### src/rtl/bag_pkg.sv
package bag_pkg;
    typedef enum logic [2:0] {
        AM_ABS      = 3'd0,
        AM_DIR      = 3'd1,
        AM_DIR_X    = 3'd2,
        AM_DIR_Y    = 3'd3,
        AM_ABS_X    = 3'd4,
        AM_ABS_Y    = 3'd5,
        AM_PTR_PRE  = 3'd6,
        AM_PTR_POST = 3'd7
    } amode_e;

    localparam int IDX_X = 0;
    localparam int IDX_Y = 1;
    localparam int N_IDX = 2;
endpackage

### src/rtl/bag_regs.sv
module bag_regs #(
    parameter int AW = 16,
    parameter int BW = 8
) (
    input  logic                              clk,
    input  logic                              rst_n,
    input  logic                              wr_bank,
    input  logic                              wr_direct,
    input  logic [bag_pkg::N_IDX-1:0]         wr_idx,
    input  logic [AW-1:0]                     wr_data,
    output logic [BW-1:0]                     bank_q,
    output logic [AW-1:0]                     direct_q,
    output logic [bag_pkg::N_IDX-1:0][AW-1:0] idx_q
);
    always_ff @(posedge clk or negedge rst_n) begin
        if (!rst_n) begin
            bank_q   <= '0;
            direct_q <= '0;
        end else begin
            if (wr_bank)   bank_q   <= wr_data[BW-1:0];
            if (wr_direct) direct_q <= wr_data;
        end
    end

    // Index registers carry no reset: software loads them before use.
    for (genvar i = 0; i < bag_pkg::N_IDX; i++) begin : g_idx
        always_ff @(posedge clk) begin
            if (wr_idx[i]) idx_q[i] <= wr_data;
        end
    end

    assert_bank_load_R2: assert property (@(posedge clk) disable iff (!rst_n)
        wr_bank |=> bank_q == $past(wr_data[BW-1:0]));
    assert_bank_hold_R2: assert property (@(posedge clk) disable iff (!rst_n)
        !wr_bank |=> $stable(bank_q));
    assert_direct_load_R2: assert property (@(posedge clk) disable iff (!rst_n)
        wr_direct |=> direct_q == $past(wr_data));
endmodule

### src/rtl/bag_idx_view.sv
module bag_idx_view #(
    parameter int AW = 16
) (
    input  logic                              narrow,
    input  logic [bag_pkg::N_IDX-1:0][AW-1:0] idx_q,
    output logic [bag_pkg::N_IDX-1:0][AW-1:0] idx_eff
);
    localparam int NW = AW / 2;

    for (genvar i = 0; i < bag_pkg::N_IDX; i++) begin : g_view
        always_comb begin
            idx_eff[i] = idx_q[i];
            if (narrow) idx_eff[i][AW-1:NW] = '0;
        end
    end
endmodule

### src/rtl/bag_addr_calc.sv
module bag_addr_calc #(
    parameter int AW = 16,
    parameter int BW = 8,
    parameter int DW = 8
) (
    input  bag_pkg::amode_e   mode,
    input  logic [AW-1:0]     operand,
    input  logic [BW-1:0]     bank,
    input  logic [AW-1:0]     direct,
    input  logic [AW-1:0]     x_eff,
    input  logic [AW-1:0]     y_eff,
    output logic [BW+AW-1:0]  addr,
    output logic              bank_zero
);
    import bag_pkg::*;
    localparam int FW = BW + AW;

    logic [AW-1:0] dp_base;
    logic [AW-1:0] dp_x;
    logic [AW-1:0] dp_y;
    logic [AW-1:0] abs_x;
    logic [AW-1:0] abs_y;
    logic [FW-1:0] post_sum;

    always_comb begin
        dp_base  = direct + {{(AW-DW){1'b0}}, operand[DW-1:0]};
        dp_x     = dp_base + x_eff;
        dp_y     = dp_base + y_eff;
        abs_x    = operand + x_eff;
        abs_y    = operand + y_eff;
        post_sum = {bank, operand} + {{BW{1'b0}}, y_eff};
    end

    always_comb begin
        unique case (mode)
            AM_ABS:      begin addr = {bank, operand};     bank_zero = 1'b0; end
            AM_DIR:      begin addr = {{BW{1'b0}}, dp_base}; bank_zero = 1'b1; end
            AM_DIR_X:    begin addr = {{BW{1'b0}}, dp_x};  bank_zero = 1'b1; end
            AM_DIR_Y:    begin addr = {{BW{1'b0}}, dp_y};  bank_zero = 1'b1; end
            AM_ABS_X:    begin addr = {bank, abs_x};       bank_zero = 1'b0; end
            AM_ABS_Y:    begin addr = {bank, abs_y};       bank_zero = 1'b0; end
            AM_PTR_PRE:  begin addr = {{BW{1'b0}}, dp_x};  bank_zero = 1'b1; end
            AM_PTR_POST: begin addr = post_sum;            bank_zero = 1'b0; end
            default:     begin addr = '0;                  bank_zero = 1'b0; end
        endcase
    end
endmodule

### src/rtl/banked_addr_gen.sv
module banked_addr_gen #(
    parameter int AW = 16,
    parameter int BW = 8,
    parameter int DW = 8
) (
    input  logic             clk,
    input  logic             rst_n,
    input  logic             wr_bank,
    input  logic             wr_direct,
    input  logic             wr_xidx,
    input  logic             wr_yidx,
    input  logic [AW-1:0]    wr_data,
    input  logic             idx_narrow,
    input  logic [2:0]       mode,
    input  logic [AW-1:0]    operand,
    output logic [BW+AW-1:0] addr,
    output logic             bank_zero
);
    import bag_pkg::*;
    localparam int FW = BW + AW;

    logic [BW-1:0]             bank_q;
    logic [AW-1:0]             direct_q;
    logic [N_IDX-1:0][AW-1:0]  idx_q;
    logic [N_IDX-1:0][AW-1:0]  idx_eff;
    logic [N_IDX-1:0]          wr_idx;
    amode_e                    mode_e;

    assign wr_idx = {wr_yidx, wr_xidx};
    assign mode_e = amode_e'(mode);

    bag_regs #(.AW(AW), .BW(BW)) u_regs (
        .clk(clk), .rst_n(rst_n), .wr_bank(wr_bank), .wr_direct(wr_direct),
        .wr_idx(wr_idx), .wr_data(wr_data),
        .bank_q(bank_q), .direct_q(direct_q), .idx_q(idx_q)
    );

    bag_idx_view #(.AW(AW)) u_view (
        .narrow(idx_narrow), .idx_q(idx_q), .idx_eff(idx_eff)
    );

    bag_addr_calc #(.AW(AW), .BW(BW), .DW(DW)) u_calc (
        .mode(mode_e), .operand(operand), .bank(bank_q), .direct(direct_q),
        .x_eff(idx_eff[IDX_X]), .y_eff(idx_eff[IDX_Y]),
        .addr(addr), .bank_zero(bank_zero)
    );

    logic [AW-1:0] abs_delta;
    logic [FW-1:0] post_delta;
    assign abs_delta  = addr[AW-1:0] - operand;
    assign post_delta = addr - {bank_q, operand};

    assert_zero_bank_R11: assert property (@(posedge clk) disable iff (!rst_n)
        bank_zero |-> addr[FW-1:AW] == '0);
    assert_abs_bank_R6: assert property (@(posedge clk) disable iff (!rst_n)
        (mode == 3'd4 || mode == 3'd5) |-> addr[FW-1:AW] == bank_q);
    assert_narrow_abs_R9: assert property (@(posedge clk) disable iff (!rst_n)
        (idx_narrow && mode == 3'd4) |-> abs_delta[AW-1:AW/2] == '0);
    assert_narrow_post_R8: assert property (@(posedge clk) disable iff (!rst_n)
        (idx_narrow && mode == 3'd7) |-> post_delta[FW-1:AW/2] == '0);
    assert_abs_plain_R3: assert property (@(posedge clk) disable iff (!rst_n)
        mode == 3'd0 |-> (addr[AW-1:0] == operand && !bank_zero));
endmodule

### config.mk
export PLATFORM = sky130hd
export DESIGN_NAME = banked_addr_gen
export DESIGN_NICKNAME = d
export VERILOG_FILES = /design/src/rtl/bag_pkg.sv /design/src/rtl/bag_regs.sv /design/src/rtl/bag_idx_view.sv /design/src/rtl/bag_addr_calc.sv /design/src/rtl/banked_addr_gen.sv
export SDC_FILE = /design/constraint.sdc
export NUM_CORES = 1
export LEC_CHECK = 0
export CORE_MARGIN = 2
export CORE_UTILIZATION = 50
export CTS_CLUSTER_DIAMETER = 150
export DETAILED_ROUTE_END_ITERATION = 10
export PLACE_DENSITY_LB_ADDON = 0.25
export SETUP_SLACK_MARGIN = 0.5
export SKIP_CTS_REPAIR_TIMING = 1
export SYNTH_ARGS = -nofsm -noshare
export SYNTH_HDL_FRONTEND = slang
export SYNTH_HIERARCHICAL = 1
export SYNTH_SLANG_ARGS = --single-unit
### constraint.sdc
create_clock -name clk -period 6.67 [get_ports clk]
set_clock_uncertainty 0.05 [all_clocks]
set_input_delay 1.334 -clock clk [delete_from_list [all_inputs] [get_ports clk]]
set_output_delay 1.334 -clock clk [all_outputs]
set_load 0.01 [all_outputs]
==> qor.yml <==
status: "finished, final reports clean"
relSlewSlack_pct: 26.46
io_buffer_count: 66
dpl.hpwl_mm: 15.30
rows: 39
gp_congestion: 0.9051
overflow: 0
maxCapViolations: 0
power.total_mw: 1.750
core_area_mm2: 0.01156
clock_path_buffers: 2
antenna_found_initial: 0
p_leak_nw: 3.603
syn-cell-area_mm2: 0.005992
num_vias: 6083
grt_pass1_wl_mm: 29.50
worst_pin_slew_ns: 1.100
finalWorstSetupSlack_ns: 0.3511
cp_top_family: "compound AO/OA/AOI/OAI gates"
path_max_fanout: 3
async_flop_share_pct: 42.86
crit_type: "input port to output port"
drive_above_1_share_pct: 28.55
first_global_vias: 5657
layout_min_cycle_time_ns: 6.319
tritoncts: "done"
cts_max_level: 2
cts-root-buf: "clkbuf_16"
worstHoldPathType: "flop to flop"
syn_inst: 697
reg2reg_setup_slack_ns: 5.73
clk_latency_ns: 0.29
slowest_stage: "fa_2"
grt_setup_unrepaired: "true"
grtUsageTotal_pct: 28.93
layout_commonest_cell: "buf_4"
syn-num-nets: 801
die-area_mm2: 0.01288
wirelength_mm: 19.35
nets: 961
synth.distinct_cells: 71
synth_edf_count: 32
fin_area_mm2: 0.008083
ant_nets: 0
die_w_um: 113.5
synth.avg_cell_area_um2: 8.597
finalHoldViolations: 0
cp_num_buf_inv: 4
holdPathStages: 1
drc: 0
holdWs_ns: 0.4944
worstPathRequired_ns: 5.29
io-pin-count: 67
initial_core_util_pct: 51.81
dpl_worst_slack_ns: -0.5278
diodes: 0
min_period_over_period_pct: 94.74
crit_cells: 21
arrival_ns: 4.93
startpoint_type: "input port"
synth_warnings: 6
first_pass_iters: 6
layout_common_cells: "119 x buf_4, 62 x nand2_1, 52 x a21oi_1"
ys_seq_elements: 56
slowest_delay_ns: 0.37
detail_route.wl_per_cell_um: 19.33
synth_flop_cell: "edfxtp_1"
ys_seq_area_share_pct: 26.06
r2r_cells: 1
ir_drop_mv: 0.2256
clk_pin_slew_ns: 0.06
cts_sinks: 56
drv_slew: 0
dpl_cell_area_mm2: 0.007395
endpoint_kind: "output port"
drtIter0Drc: 507
path_cells: "buf_6 > ha_4 > inv_2 > fa_2 > nor2b_2 > o2111ai_2 > nand4_1 > nand4_1 > xor2_2 > a21oi_2 > ha_4 > nand4_1 > buf_4 > nor2_2 > a21oi_2 > nand2_1 > a21oi_2 > xor2_1 > o22ai_1 > o32a_1 > buf_2"
via_per_inst: 6.077
flow.area_growth_from_synthesis_pct: 34.89
fmax_mhz: 158.3
die_h_um: 113.5
power_density_mw_per_mm2: 216.5
numCtsBuffers: 5
grt_max_degree: 30
setup_viol: 0
==> cell families (layout without fill, tap and decap cells) <==
group	after synthesis	after routing	share of synthesized area [%]
buf+inv	54	215	4.949
simple gates	216	216	18.08
fa+ha+maj	62	62	13.45
compound gates	234	234	24.81
xor+xnor	49	49	7.162
flops	56	56	26.06
mux	26	26	5.492
==> sequential cells by signal, indices dropped and copies added (netlist names) <==
| signal | flops |
|---|---|
| u_regs/direct_q | 16 |
| u_regs/idx_q | 32 |
| u_regs/bank_q | 8 |
==> path summary, 6_finish.rpt <==
check / from / to
setup / recovery: operand[0] / addr[12]
min in group asynchronous: rst_n / u_regs/direct_q[11]$_DFFE_PN0P_
setup reg to reg: u_regs/direct_q[8]$_DFFE_PN0P_ / u_regs/direct_q[8]$_DFFE_PN0P_
hold / removal: u_regs/direct_q[5]$_DFFE_PN0P_ / u_regs/direct_q[5]$_DFFE_PN0P_
max in group asynchronous: rst_n / u_regs/direct_q[1]$_DFFE_PN0P_
hold reg to reg: u_regs/direct_q[5]$_DFFE_PN0P_ / u_regs/direct_q[5]$_DFFE_PN0P_
==> area by class of cell <==
| cell class | count | area (um^2) |
|---|---|---|
| multi-input cells | 587 | 4486 |
| fillers | 896 | 3482 |
| repair buffers | 190 | 1629 |
| flip-flops and latches | 56 | 1562 |
| well taps | 143 | 178.9 |
| clock buffers | 6 | 128.9 |
| inverters | 17 | 63.81 |
| clock inverters | 2 | 35.03 |
==> cell usage after synthesis (14+ instances only) <==
master     n  area share [%]
ha_1      58              12
nor3_1    14             1.2
xor2_1    27             3.9
a21oi_1   61             5.1
edfxtp_1  32              16
mux2_2    15             2.8
nand2_1   63             3.9
inv_1     17             1.1
buf_4     16             2.0
o21ai_0   67             5.6
nand3_1   16             1.3
clkbuf_1  15            0.94
a21o_1    18             2.3
dfrtp_1   24              10
xnor2_1   22             3.2
nor2_1    54             3.4
==> per-layer routing <==
layer	share of wire, %	global-route usage (%)	vias to the layer above
met5	0	0	-
met4	1.6	7.073	0
met3	6.8	2.497	25
met2	45	44.67	234
met1	47	43.97	2932
li1	-	-	2892
==> per-stage QoR <==
| stage | TNS (ns) | std cells | utilization (%) |
|---|---|---|---|
| final | 0 | 1001 | 69.89 |
| after CTS | -2.801 | 983 | 65.36 |
| after global placement | -1.743 | 975 | 63.94 |
| after detailed placement | -2.663 | 975 | 63.94 |
| after global routing | 0 | 1001 | 69.89 |
| after floorplan | 0 | 697 | - |
==> power breakdown <==
part / internal (mW) / switching [mW]
sequential: 0.400 / 0.0295
combinational: 0.526 / 0.509
clock: 0.176 / 0.109
total: 1.10 / 0.648
Power figures use the tool's default switching activity.
